`config.mk`:
```
export PLATFORM = sky130hd
export DESIGN_NAME = idct4_core
export DESIGN_NICKNAME = d
export VERILOG_FILES = /design/src/rtl/idct4_pkg.sv /design/src/rtl/idct4_even.sv /design/src/rtl/idct4_odd.sv /design/src/rtl/idct4_rnd_sat.sv /design/src/rtl/idct4_bfly.sv /design/src/rtl/idct4_core.sv
export SDC_FILE = /design/constraint.sdc
export NUM_CORES = 2
export LEC_CHECK = 0
export ABC_CLOCK_PERIOD_IN_PS = 2900
export BUFFER_PORTS_ARGS = -buffer_cell sky130_fd_sc_hd__buf_4
export CAP_MARGIN = 40
export CORE_UTILIZATION = 50
export DETAILED_ROUTE_END_ITERATION = 6
export PLACE_DENSITY_LB_ADDON = 0.1
export SETUP_SLACK_MARGIN = 0.3
export SYNTH_ARGS = -nofsm -noshare
export SYNTH_HDL_FRONTEND = slang
export SYNTH_SLANG_ARGS = --single-unit
export TNS_END_PERCENT = 30
```
`constraint.sdc`:
```
create_clock -name clk_i -period 2.9 [get_ports clk_i]
set_input_delay 0.145 -clock clk_i [delete_from_list [all_inputs] [get_ports clk_i]]
set_output_delay 0.145 -clock clk_i [all_outputs]
set_load 0.005 [all_outputs]
```
`src/rtl/idct4_pkg.sv`:
```
`timescale 1ns/1ps
package idct4_pkg;
  localparam int DATA_W = 16;
  localparam int PROD_W = 32;
  localparam int FRAC_W = 14;
  localparam int LANES  = 4;

  // Q14 cosine constants
  localparam logic signed [DATA_W-1:0] K_C8  = 16'sh3B21;
  localparam logic signed [DATA_W-1:0] K_C16 = 16'sh2D41;
  localparam logic signed [DATA_W-1:0] K_C24 = 16'sh187E;
endpackage

```
`src/rtl/idct4_even.sv`:
```
`timescale 1ns/1ps
module idct4_even #(
  parameter int DATA_W = idct4_pkg::DATA_W,
  parameter int PROD_W = idct4_pkg::PROD_W
) (
  input  logic signed [DATA_W-1:0] x0_i,
  input  logic signed [DATA_W-1:0] x2_i,
  output logic signed [PROD_W-1:0] p_sum_o,
  output logic signed [PROD_W-1:0] p_dif_o
);
  localparam logic signed [PROD_W-1:0] KC16 = PROD_W'(idct4_pkg::K_C16);

  logic signed [DATA_W-1:0] sum_w, dif_w;

  // wraps by width
  assign sum_w = x0_i + x2_i;
  assign dif_w = x0_i - x2_i;

  assign p_sum_o = PROD_W'(sum_w) * KC16;
  assign p_dif_o = PROD_W'(dif_w) * KC16;
endmodule

```
`src/rtl/idct4_odd.sv`:
```
`timescale 1ns/1ps
module idct4_odd #(
  parameter int DATA_W = idct4_pkg::DATA_W,
  parameter int PROD_W = idct4_pkg::PROD_W
) (
  input  logic signed [DATA_W-1:0] x1_i,
  input  logic signed [DATA_W-1:0] x3_i,
  output logic signed [PROD_W-1:0] p_lo_o,
  output logic signed [PROD_W-1:0] p_hi_o
);
  localparam logic signed [PROD_W-1:0] KC8  = PROD_W'(idct4_pkg::K_C8);
  localparam logic signed [PROD_W-1:0] KC24 = PROD_W'(idct4_pkg::K_C24);

  logic signed [PROD_W-1:0] x1_w, x3_w;

  assign x1_w = PROD_W'(x1_i);
  assign x3_w = PROD_W'(x3_i);

  assign p_lo_o = x1_w * KC24 - x3_w * KC8;
  assign p_hi_o = x1_w * KC8 + x3_w * KC24;
endmodule

```
`src/rtl/idct4_rnd_sat.sv`:
```
`timescale 1ns/1ps
module idct4_rnd_sat #(
  parameter int IN_W  = idct4_pkg::PROD_W,
  parameter int OUT_W = idct4_pkg::DATA_W,
  parameter int SHIFT = idct4_pkg::FRAC_W
) (
  input  logic signed [IN_W-1:0]  prod_i,
  output logic signed [OUT_W-1:0] val_o
);
  localparam int SW = IN_W + 1;
  localparam logic signed [SW-1:0] HALF  = SW'(1 << (SHIFT - 1));
  localparam logic signed [SW-1:0] MAX_V = SW'((1 << (OUT_W - 1)) - 1);
  localparam logic signed [SW-1:0] MIN_V = -MAX_V - SW'(1);

  logic signed [SW-1:0] sum_w, shr_w;

  // one guard bit keeps the rounding add exact
  assign sum_w = SW'(prod_i) + HALF;
  assign shr_w = sum_w >>> SHIFT;

  always_comb begin
    if (shr_w > MAX_V)      val_o = MAX_V[OUT_W-1:0];
    else if (shr_w < MIN_V) val_o = MIN_V[OUT_W-1:0];
    else                    val_o = shr_w[OUT_W-1:0];
  end
endmodule

```
`src/rtl/idct4_bfly.sv`:
```
`timescale 1ns/1ps
module idct4_bfly #(
  parameter int DATA_W = idct4_pkg::DATA_W
) (
  input  logic signed [DATA_W-1:0] r_sum_i,
  input  logic signed [DATA_W-1:0] r_dif_i,
  input  logic signed [DATA_W-1:0] r_lo_i,
  input  logic signed [DATA_W-1:0] r_hi_i,
  output logic signed [DATA_W-1:0] y0_o,
  output logic signed [DATA_W-1:0] y1_o,
  output logic signed [DATA_W-1:0] y2_o,
  output logic signed [DATA_W-1:0] y3_o
);
  assign y0_o = r_sum_i + r_hi_i;
  assign y1_o = r_dif_i + r_lo_i;
  assign y2_o = r_dif_i - r_lo_i;
  assign y3_o = r_sum_i - r_hi_i;
endmodule

```
`src/rtl/idct4_core.sv`:
```
`timescale 1ns/1ps
module idct4_core #(
  parameter int DATA_W = idct4_pkg::DATA_W,
  parameter int PROD_W = idct4_pkg::PROD_W,
  parameter int FRAC_W = idct4_pkg::FRAC_W
) (
  input  logic                  clk_i,
  input  logic                  rst_ni,
  input  logic                  in_valid_i,
  output logic                  in_ready_o,
  input  logic [4*DATA_W-1:0]   coef_i,
  output logic                  out_valid_o,
  input  logic                  out_ready_i,
  output logic [4*DATA_W-1:0]   res_o
);
  localparam int LANES = idct4_pkg::LANES;
  localparam int VEC_W = LANES * DATA_W;

  logic signed [DATA_W-1:0] x_w [LANES];
  logic signed [PROD_W-1:0] prod_w [LANES];
  logic signed [DATA_W-1:0] rnd_w [LANES];
  logic signed [DATA_W-1:0] y_w [LANES];
  logic [VEC_W-1:0]         y_vec_w;

  logic             valid_q;
  logic [VEC_W-1:0] data_q;
  logic             accept_w;

  for (genvar k = 0; k < LANES; k++) begin : g_lane
    assign x_w[k] = coef_i[k*DATA_W +: DATA_W];
    assign y_vec_w[k*DATA_W +: DATA_W] = y_w[k];

    idct4_rnd_sat #(
      .IN_W (PROD_W),
      .OUT_W(DATA_W),
      .SHIFT(FRAC_W)
    ) u_rnd (
      .prod_i(prod_w[k]),
      .val_o (rnd_w[k])
    );
  end

  idct4_even #(.DATA_W(DATA_W), .PROD_W(PROD_W)) u_even (
    .x0_i   (x_w[0]),
    .x2_i   (x_w[2]),
    .p_sum_o(prod_w[0]),
    .p_dif_o(prod_w[1])
  );

  idct4_odd #(.DATA_W(DATA_W), .PROD_W(PROD_W)) u_odd (
    .x1_i  (x_w[1]),
    .x3_i  (x_w[3]),
    .p_lo_o(prod_w[2]),
    .p_hi_o(prod_w[3])
  );

  idct4_bfly #(.DATA_W(DATA_W)) u_bfly (
    .r_sum_i(rnd_w[0]),
    .r_dif_i(rnd_w[1]),
    .r_lo_i (rnd_w[2]),
    .r_hi_i (rnd_w[3]),
    .y0_o   (y_w[0]),
    .y1_o   (y_w[1]),
    .y2_o   (y_w[2]),
    .y3_o   (y_w[3])
  );

  // output slot frees when empty or drained this edge
  assign in_ready_o = !valid_q || out_ready_i;
  assign accept_w   = in_valid_i && in_ready_o;

  always_ff @(posedge clk_i or negedge rst_ni) begin
    if (!rst_ni) begin
      valid_q <= 1'b0;
      data_q  <= '0;
    end else begin
      if (in_ready_o) valid_q <= in_valid_i;
      if (accept_w)   data_q  <= y_vec_w;
    end
  end

  assign out_valid_o = valid_q;
  assign res_o       = data_q;
endmodule

```
==> results.md <==
- Syn avg cell area: 9.04 µm²
- Synth top area cells: fa_1, ha_1, inv_1
- Root buffer cell: clkbuf_16
- Critical Path Source Type: primary input
- Final net count: a little under 6000
- Post-route insts no fill: 5490
- Die area: 66900 µm²
- Syn Inst Count: 3641
- Worst setup margin: -7980 ps
- CTS Sinks: 63
- Final ANT Viol Nets: 0
- Starting DRC count in detailed routing: 783
- Port bufs: 133
- Leading cell type in the layout, fill and taps excluded: inv_1
- Die width: 259 µm
- Fin area: 43500 µm²
- Setup violators final: 62
- Fin Setup TNS: -445070 ps
- Status: finished, violations left
- # Max-Cap Violations: 0
- GRT overflow: 0
- WP data required: approximately 3100 ps
- Clock skew: 17.1 ps
- Number of synthesized flops with an enable pin: 0
- Post-layout min period: 10880 ps
- # H-tree levels: 3
- Worst reg2reg startpoint: out_valid_o
- Hold Path End: out_valid_o
- HP Class: primary input to flop
- CP max stage delay: about 600 ps
- Remaining DRCs: 0
- Vias in the first global route: about 28000
- FFs w/ async S/R, synth: 100%
- Clock Pin Slew Worst Setup and Hold Paths: 70 ps
- Synthesized flop and latch total: 63
- Area delta synth->final: 32.1%
- Max Fclk: 0.0919 GHz
- R2R cell count: 5
- Starting Density: 50.9%
- Worst-Margin Slew: 847 ps
- Worst slew margin: a little over two fifths
- Arrival time worst endpoint: 11110 ps
- I/O pin count: 134
- DPL Wire Length: just over 70000 µm
- Buffers and inverters on the worst path: 13
- Chip height: 259 µm
- Synth warn: 0
- First-pass GRT wire length: 138000 µm
- Crit path max-delay family: adder cells
- Most common cell type on the critical path: fa_1
- Post-synth top area share: 30.5%
- Mapped cell area: around 33000 µm²
- Via count: 26500
- CTS buffer count: 9
- Fin. Hold Viols: 0
- GRT Overall Usage: 25.6%
- Share of layout cells above drive strength 1: about 29%
- Vias per inst: 4.83
- Crit path max fanout: 8
- Most frequent cells in the layout: inv_1, buf_4, ha_1
- R2r endpoint: res_o[14]
- FF-to-FF setup slack: roughly 1100 ps
- Core Region: 64700 µm²
- Placed cell areas: about 42000 µm²
- Hold depth: 3
- CP Capture Type: flop
- Failing checks: negative setup slack
- Slew Limit Fails: 0
- Sequential fraction of the synthesis area: around 4.8%
- Net count after synthesis: roughly 5000
- Largest net degree at the start of global routing: slightly above 70
- Biggest area consumer among synthesized cells: fa_1
- Drt wl/cell: 14.8 µm
- Maximum clock path buffer count: 2
- Hold path startpoint: out_ready_i
- Initial DRT Pass Iterations: 5
- Synth unique cells: 78
- FP Rows: 93
- RSZ-0062 raised after global routing: yes
- Critical Path Slowest Stage Cell: fa_1
- Antenna cells: 0
- Critical Path Start: coef_i[23]
- Initial antenna violation count: 0
- Routability cong.: about 0.9
- Setup CP Type: primary input to flop
- Post-Route WL: 81200 µm
- Period utilization: 375%
- Clock Latency Late Sink: about 380 ps
- CTS tree: done
- Commonest register cell after synthesis: dfrtp_1
- Placed cells: approximately 5400
- Fill cells: 5418
## metal layers
layer	vias to the layer above	track usage [%]	routed length, µm
met2	257	44.7	39200
li1	13400	-	-
met1	12700	35.2	39100
met4	0	3.48	1020
met3	60	2.19	1870
met5	-	0	0
## logic make-up (layout without fill, tap and decap cells)
family          count (synthesis)  after routing  share of synthesized area, %
xor+xnor                      186            186                          4.95
flops                          63             63                          4.79
fa+ha+maj                    1271           1271                          59.7
simple gates                  429            429                          6.31
mux                             7              7                         0.217
compound gates                577            577                          11.2
buf+inv                      1108           2102                          12.8
## area by class of cell
cell class	instances	area, µm²	share of cell area [%]
Clock buffer	11	253	0.581
Clock inverter	4	45.0	0.104
Inverter	1056	4000	9.21
Multi-Input combinational cell	2470	28700	65.9
Sequential cell	63	1580	3.63
Tap cell	855	1070	2.46
Timing Repair Buffer	1031	7870	18.1
## per-stage QoR
stage / utilization [%] / setup WS, ps / hold WS [ps]
after floorplan: - / -7720 / -151
after global placement: 64.2 / -8350 / 219
after detailed placement: 64.2 / -8440 / 223
after CTS: 66.4 / -7780 / 141
after global routing: 67.2 / -8570 / 172
final: 67.2 / -7980 / 168
## timing repair
action	4_1_cts	5_1_grt
setup buffers	47	20
hold buffers	2	0
gates resized for setup	164	82
endpoints found under the setup margin	62	62
pin swaps	101	98
endpoints found under the hold margin	50	0
## Yosys cell counts, types with 12 or more instances
master / instances
inv_1: 1056
ha_1: 770
fa_1: 501
a21oi_1: 173
o21ai_0: 133
xnor2_1: 124
nor2_1: 119
nand2_1: 116
a21o_1: 80
dfrtp_1: 63
xor2_1: 62
nor3_1: 34
clkbuf_1: 33
o21a_1: 33
nand2b_1: 30
o21bai_1: 27
nand3_1: 24
nor2b_1: 20
or3_1: 19
a31oi_1: 14
and3_1: 14
o31ai_1: 14
a211oi_1: 12
## state kept, by name (all words and copies together), names as in the netlist
name,count
res_o,62
out_valid_o,1
## tightest hold or removal path, cell delays in order
cell      delay, ps
buf_4            70
nand2b_1        210
nand2b_1         80
## how the worst max path moves through the flow
| stage | endpoint | slack (ps) | cells after the start |
|---|---|---|---|
| after floorplan | res_o[46] | -7720 | 51 |
| after global placement | res_o[46] | -8350 | 52 |
| after detailed placement | res_o[46] | -8440 | 52 |
| after CTS | res_o[45] | -7780 | 52 |
| after global routing | res_o[30] | -8570 | 55 |
| final | res_o[45] | -7980 | 55 |
Power is not shown: default switching activity piles up to over one toggle a cycle in this logic, so the estimate is an artifact.
